===== src/rtl/diag_unlock_pkg.sv =====
package diag_unlock_pkg;

  localparam int KEY_LEN = 6;
  localparam int WE_BIT  = 7;
  localparam int RST_BIT = 2;

  typedef struct packed {
    logic advance;  // sequence word matched the expected key entry
    logic relock;   // sequence word rejected: drop progress and diag
    logic unlock;   // final key word matched: raise write-enable
    logic fire;     // accepted diag write: pulse reset, clear state
  } ctrlStrobes_t;

  function automatic logic [7:0] keyWord(input int unsigned idx);
    case (idx)
      0:       keyWord = 8'h00;
      1:       keyWord = 8'h04;
      2:       keyWord = 8'h0B;
      3:       keyWord = 8'h02;
      4:       keyWord = 8'h07;
      5:       keyWord = 8'h0D;
      default: keyWord = 8'h00;
    endcase
  endfunction

endpackage


===== src/rtl/diag_unlock_ctrl.sv =====
module diag_unlock_ctrl
  import diag_unlock_pkg::*;
#(
  parameter int ADDR_W   = 8,
  parameter int DATA_W   = 32,
  parameter int DIAG_OFS = 'hF8,
  parameter int SEQ_OFS  = 'hFC
) (
  input  logic              clk,
  input  logic              rst,
  input  logic              wrEn,
  input  logic [ADDR_W-1:0] addr,
  input  logic [DATA_W-1:0] wrData,
  input  logic              diagWe,
  output ctrlStrobes_t      strobes
);

  localparam int IDX_W = $clog2(KEY_LEN + 1);
  localparam int SLOTS = 2 ** IDX_W;

  logic [IDX_W-1:0] progress;
  logic [SLOTS-1:0] entryMatch;
  logic             seqHit;
  logic             diagHit;
  logic             keyMatch;

  assign seqHit  = wrEn && (addr == ADDR_W'(SEQ_OFS));
  assign diagHit = wrEn && (addr == ADDR_W'(DIAG_OFS));

  // One comparator per key entry; slots past the key never match,
  // which makes a saturated index treat every word as a mismatch.
  for (genvar g = 0; g < SLOTS; g++) begin : gSlot
    if (g < KEY_LEN) begin : gKey
      assign entryMatch[g] = (wrData == {{(DATA_W-8){1'b0}}, keyWord(g)});
    end else begin : gPad
      assign entryMatch[g] = 1'b0;
    end
  end

  assign keyMatch = entryMatch[progress];

  always_comb begin
    strobes         = '0;
    strobes.advance = seqHit && keyMatch;
    strobes.relock  = seqHit && !keyMatch;
    strobes.unlock  = seqHit && keyMatch && (progress == IDX_W'(KEY_LEN - 1));
    strobes.fire    = diagHit && diagWe && wrData[RST_BIT];
  end

  always_ff @(posedge clk) begin
    if (rst || strobes.fire || strobes.relock) begin
      progress <= '0;
    end else if (strobes.advance) begin
      progress <= progress + IDX_W'(1);
    end
  end

  // progress never passes the key length
  assert_progress_bound_R2: assert property (@(posedge clk) disable iff (rst)
    progress <= IDX_W'(KEY_LEN));

  // progress moves only by one step forward or back to zero
  assert_progress_step_R3: assert property (@(posedge clk) disable iff (rst)
    (progress != $past(progress)) |-> (progress == '0 || progress == $past(progress) + IDX_W'(1)));

  // a write to any other offset leaves progress alone
  assert_unmapped_ignored_R8: assert property (@(posedge clk) disable iff (rst)
    (wrEn && !seqHit && !diagHit) |=> $stable(progress));

endmodule


===== src/rtl/diag_unlock_dp.sv =====
module diag_unlock_dp
  import diag_unlock_pkg::*;
#(
  parameter int ADDR_W   = 8,
  parameter int DATA_W   = 32,
  parameter int DIAG_OFS = 'hF8
) (
  input  logic              clk,
  input  logic              rst,
  input  ctrlStrobes_t      strobes,
  input  logic              rdEn,
  input  logic [ADDR_W-1:0] addr,
  output logic              diagWe,
  output logic [DATA_W-1:0] rdData,
  output logic              rdValid,
  output logic              adpResetReq
);

  localparam logic [DATA_W-1:0] WE_VALUE = DATA_W'(1) << WE_BIT;

  logic [DATA_W-1:0] diagReg;

  always_ff @(posedge clk) begin
    if (rst || strobes.fire || strobes.relock) begin
      diagReg <= '0;
    end else if (strobes.unlock) begin
      diagReg <= WE_VALUE;
    end
  end

  assign diagWe = diagReg[WE_BIT];

  always_ff @(posedge clk) begin
    if (rst) begin
      adpResetReq <= 1'b0;
    end else begin
      adpResetReq <= strobes.fire;
    end
  end

  always_ff @(posedge clk) begin
    if (rst) begin
      rdValid <= 1'b0;
      rdData  <= '0;
    end else begin
      rdValid <= rdEn;
      if (rdEn) begin
        rdData <= (addr == ADDR_W'(DIAG_OFS)) ? diagReg : '0;
      end
    end
  end

  // the diag register only holds zero or the write-enable value
  assert_diag_values_R2: assert property (@(posedge clk) disable iff (rst)
    (diagReg == '0) || (diagReg == WE_VALUE));

  // the last key word leaves write-enable set
  assert_unlock_sets_we_R2: assert property (@(posedge clk) disable iff (rst)
    strobes.unlock |=> diagWe);

  // the reset request lasts one cycle
  assert_pulse_single_R5: assert property (@(posedge clk) disable iff (rst)
    adpResetReq |=> !adpResetReq);

  // while the request is high the unlock state is already gone
  assert_pulse_clears_R5: assert property (@(posedge clk) disable iff (rst)
    adpResetReq |-> (diagReg == '0));

  // a key step and an accepted diag write never coincide
  assert_strobes_disjoint_R6: assert property (@(posedge clk) disable iff (rst)
    strobes.advance |-> !strobes.fire);

  // reads of any offset other than diag return zero
  assert_rd_zero_R7: assert property (@(posedge clk) disable iff (rst)
    (rdEn && addr != ADDR_W'(DIAG_OFS)) |=> (rdValid && rdData == '0));

endmodule


===== src/rtl/diag_unlock.sv =====
module diag_unlock
  import diag_unlock_pkg::*;
#(
  parameter int ADDR_W   = 8,
  parameter int DATA_W   = 32,
  parameter int DIAG_OFS = 'hF8,
  parameter int SEQ_OFS  = 'hFC
) (
  input  logic              clk,
  input  logic              rst,
  input  logic              wrEn,
  input  logic [ADDR_W-1:0] addr,
  input  logic [DATA_W-1:0] wrData,
  input  logic              rdEn,
  output logic [DATA_W-1:0] rdData,
  output logic              rdValid,
  output logic              adpResetReq
);

  ctrlStrobes_t strobes;
  logic         diagWe;

  diag_unlock_ctrl #(
    .ADDR_W(ADDR_W), .DATA_W(DATA_W), .DIAG_OFS(DIAG_OFS), .SEQ_OFS(SEQ_OFS)
  ) i_ctrl (
    .clk(clk), .rst(rst), .wrEn(wrEn), .addr(addr), .wrData(wrData),
    .diagWe(diagWe), .strobes(strobes)
  );

  diag_unlock_dp #(
    .ADDR_W(ADDR_W), .DATA_W(DATA_W), .DIAG_OFS(DIAG_OFS)
  ) i_dp (
    .clk(clk), .rst(rst), .strobes(strobes), .rdEn(rdEn), .addr(addr),
    .diagWe(diagWe), .rdData(rdData), .rdValid(rdValid),
    .adpResetReq(adpResetReq)
  );

endmodule


===== config.mk =====
export PLATFORM = sky130hd
export DESIGN_NAME = diag_unlock
export DESIGN_NICKNAME = d
export VERILOG_FILES = /design/src/rtl/diag_unlock_pkg.sv /design/src/rtl/diag_unlock_ctrl.sv /design/src/rtl/diag_unlock_dp.sv /design/src/rtl/diag_unlock.sv
export SDC_FILE = /design/constraint.sdc
export NUM_CORES = 1
export LEC_CHECK = 0
export BUFFER_PORTS_ARGS = -buffer_cell sky130_fd_sc_hd__buf_2
export CAP_MARGIN = 20
export CELL_PAD_IN_SITES_DETAIL_PLACEMENT = 0
export CELL_PAD_IN_SITES_GLOBAL_PLACEMENT = 2
export CORE_UTILIZATION = 14
export DETAILED_ROUTE_END_ITERATION = 6
export PLACE_DENSITY = 0.74
export SYNTH_ARGS = -nofsm -noshare
export SYNTH_HDL_FRONTEND = slang
export SYNTH_SLANG_ARGS = --single-unit

===== constraint.sdc =====
create_clock -name clk -period 1.65 [get_ports clk]
set_clock_uncertainty 0.2 [all_clocks]
set_input_delay 0.33 -clock clk [delete_from_list [all_inputs] [get_ports clk]]
set_output_delay 0.33 -clock clk [all_outputs]
set_load 0.01 [all_outputs]

==> flow_summary.toml <==
[clock_tree]
cts.sinks = 7
cts_max_level = 1
cts.path.max_buffers = 2
insertion_delay_ns = 0.23
clkTransAtPathRegs_ns = 0.04
cts_root_buf = "clkbuf_8"
tritoncts = "built"
cts_buffers = 3

[synthesis]
synth_commonest_cells = "buf_4 (31), dfxtp_1 (7), nor4_1 (7)"
ys_types = 29
yosysWarnings = 0
ys_seq_area_frac = 0.1931
syn_inst = 91
yosys-top-cells-area = "buf_4 (32%), dfxtp_1 (19%), nor4_1 (6.0%), ha_1 (3.4%), nor2b_1 (3.4%)"
synthFlopType = "dfxtp_1"
yosys.area.top_type = "buf_4"
async_flop_share = 0
synth.most_common_cell = "buf_4"
synth_edf_count = 0
syn-cell-area_um2 = 725.7
ys_seq_elements = 7
syn_area_per_cell_um2 = 7.975
synth.top_cell.area_share = 0.3207

[setup_path]
start_kind = "input port"
cp.arrival_ns = 1.57
end_kind = "flip-flop"
ff2ff_path_depth = 5
crit_type = "input port to flip-flop"
max_stage_delay_ns = 0.40
cp_max_fo = 3
cpMaxStageDelayCell = "or3b_4"
cp.required_ns = 1.61
critical_path.cell_chain = "buf_6 > or3b_4 > or3_4 > nor3b_2 > o211ai_1 > a21oi_2"

[sta]
fin_crit_sh = 0.9728
setup_viol = 0
rsz0062_at_grt = "yes"
maxSlewViolCount = 0
fmax_mhz = 623.0
period_needed_ns = 1.605
hold_viol_final = 0

[grt]
grt_antenna_before_repair = 0
grt_pass1_wl_mm = 2.553
use_met1 = 0.06531
gr-usage-all-layers = 0.06092
use_met2 = 0.1091
grt_overflow_total = 0
grt.busiest_layer = "met2"
grt_pass1_vias = 624
grt_max_degree = 8
grt_use_met3 = 0.01626

[pwr]
ir_worst_vdd_mv = 0.1614
power_mw = 0.5344
leakagePower_nw = 0.5019
power.density_mw_per_mm2 = 486.5

[detailed_routing]
ant_nets = 0
post_drt_via_cell_ratio = 3.554
dr.pass1.iters = 4
routedWlPerCell_um = 8.141
wirelength_mm = 1.734
drtIter0Drc = 12
num_vias = 757
remaining_drc_errors = 0

[die]
initial_core_util = 0.1497
die_width_um = 74.00
chipHeight_um = 74.00
ios = 78
core_area_mm2 = 0.004848
die-area_mm2 = 0.005475
std_cell_rows = 25

[finish]
n_antenna_cell = 0
instances_no_fill = 213
utilization = 0.2266
layout.nets = 193
synthToLayoutAreaGrowth_pct = 51.38
num-fill-cells = 552
drive_gt1_frac = 0.5000

[job]
max_cap_viol_count = 0

[worst_hold_path]
hold_depth = 2
hold_class = "input port to flip-flop"

[place]
dpl.hpwl_mm = 1.401
place_inst = 209
gp_congestion = 0.7550
portBuffers = 46

[run_status]
outcome = "finished clean"
==> cells in the final DEF (no fill, tap or decap), types with 2 or more instances in the layout <==
master / n
nand2_1: 5
ha_1: 2
buf_2: 45
nor2b_1: 3
nand3_1: 2
conb_1: 31
nor2_1: 3
and3b_1: 2
dfxtp_1: 6
a21oi_1: 4
clkbuf_8: 3
nand4b_1: 2
nor3_1: 3
buf_4: 6
nand4_1: 3
nor4_2: 5
==> area by class of cell <==
| type | count | area [um2] | area share |
|---|---|---|---|
| timing repair buffer | 52 | 281.5 | 0.2563 |
| tap | 67 | 83.83 | 0.07631 |
| inverter | 1 | 3.754 | 0.003417 |
| multi-input combinational | 82 | 541.8 | 0.4932 |
| clock buffer | 3 | 41.29 | 0.03759 |
| sequential | 7 | 141.4 | 0.1287 |
| clock inverter | 1 | 5.005 | 0.004556 |
==> flip-flops by register name, summed over array words and instances (netlist names) <==
name and count:
i_ctrl.progress 3, i_dp.diagReg 1, i_dp.adpResetReq 1, i_dp.rdData 1, i_dp.rdValid 1
==> logic make-up (layout without fill, tap and decap cells) <==
| kind of cell | Yosys count | count (layout) | synth area share |
|---|---|---|---|
| xor+xnor | 1 | 1 | 0.01207 |
| simple gates | 36 | 36 | 0.3138 |
| flops | 7 | 7 | 0.1931 |
| buf+inv | 32 | 57 | 0.3259 |
| mux | 1 | 1 | 0.01379 |
| fa+ha+maj | 2 | 2 | 0.03448 |
| compound gates | 11 | 11 | 0.1017 |
| other cells | 1 | 31 | 0.005167 |
==> layer usage <==
metal	routed length (um)	vias to the layer above	part of all wire
met4	0	0	0
met3	201	0	0.12
met5	0	-	0
met2	858	54	0.49
met1	674	331	0.39
li1	-	372	-
==> what timing repair did <==
action / 4_1_cts / 5_1_grt
pin swaps: 0 / 4
resized for setup: 1 / 14
setup buffers: 0 / 0
setup endpoints to repair: 4 / 4
hold buffers: 0 / 0
==> worst max-delay path, delay by kind of cell <==
| kind | cells | cell delay [ns] |
|---|---|---|
| AO/OA/AOI/OAI | 2 | 0.25 |
| buffers and inverters | 1 | 0.09 |
| AND/OR/NAND/NOR | 3 | 0.90 |
==> worst paths after layout <==
check / startpoint / endpoint / slack, ns
hold / removal: rst / i_dp.adpResetReq / 0.11
setup reg to reg: i_ctrl.progress[0] / i_ctrl.progress[1] / 0.13
hold reg to reg: i_dp.rdData[7] / i_dp.rdData[7] / 0.30
setup / recovery: addr[1] / i_ctrl.progress[2] / 0.04
==> metrics by stage <==
stage          worst slack [ns]  area, um2  TNS (ns)  hold slack, ns
5_1_grt                -0.03678       1099  -0.05373          0.1226
6_report                0.04489       1099         0          0.1095
4_1_cts                 0.02408       1017         0         0.09959
2_1_floorplan          -0.06881      838.3   -0.1280          0.2016
3_5_place_dp            -0.2676      964.7    -1.277          0.2968
3_3_place_gp            -0.2366      964.7    -1.107          0.2793
==> power breakdown <==
part           internal (mW)  switching (mW)  total (mW)
logic                 0.0525          0.0703       0.123
registers              0.171        0.000199       0.171
clock network          0.164          0.0767       0.240
total                  0.387           0.147       0.534
Note: power is estimated with default switching activity, not from simulation.
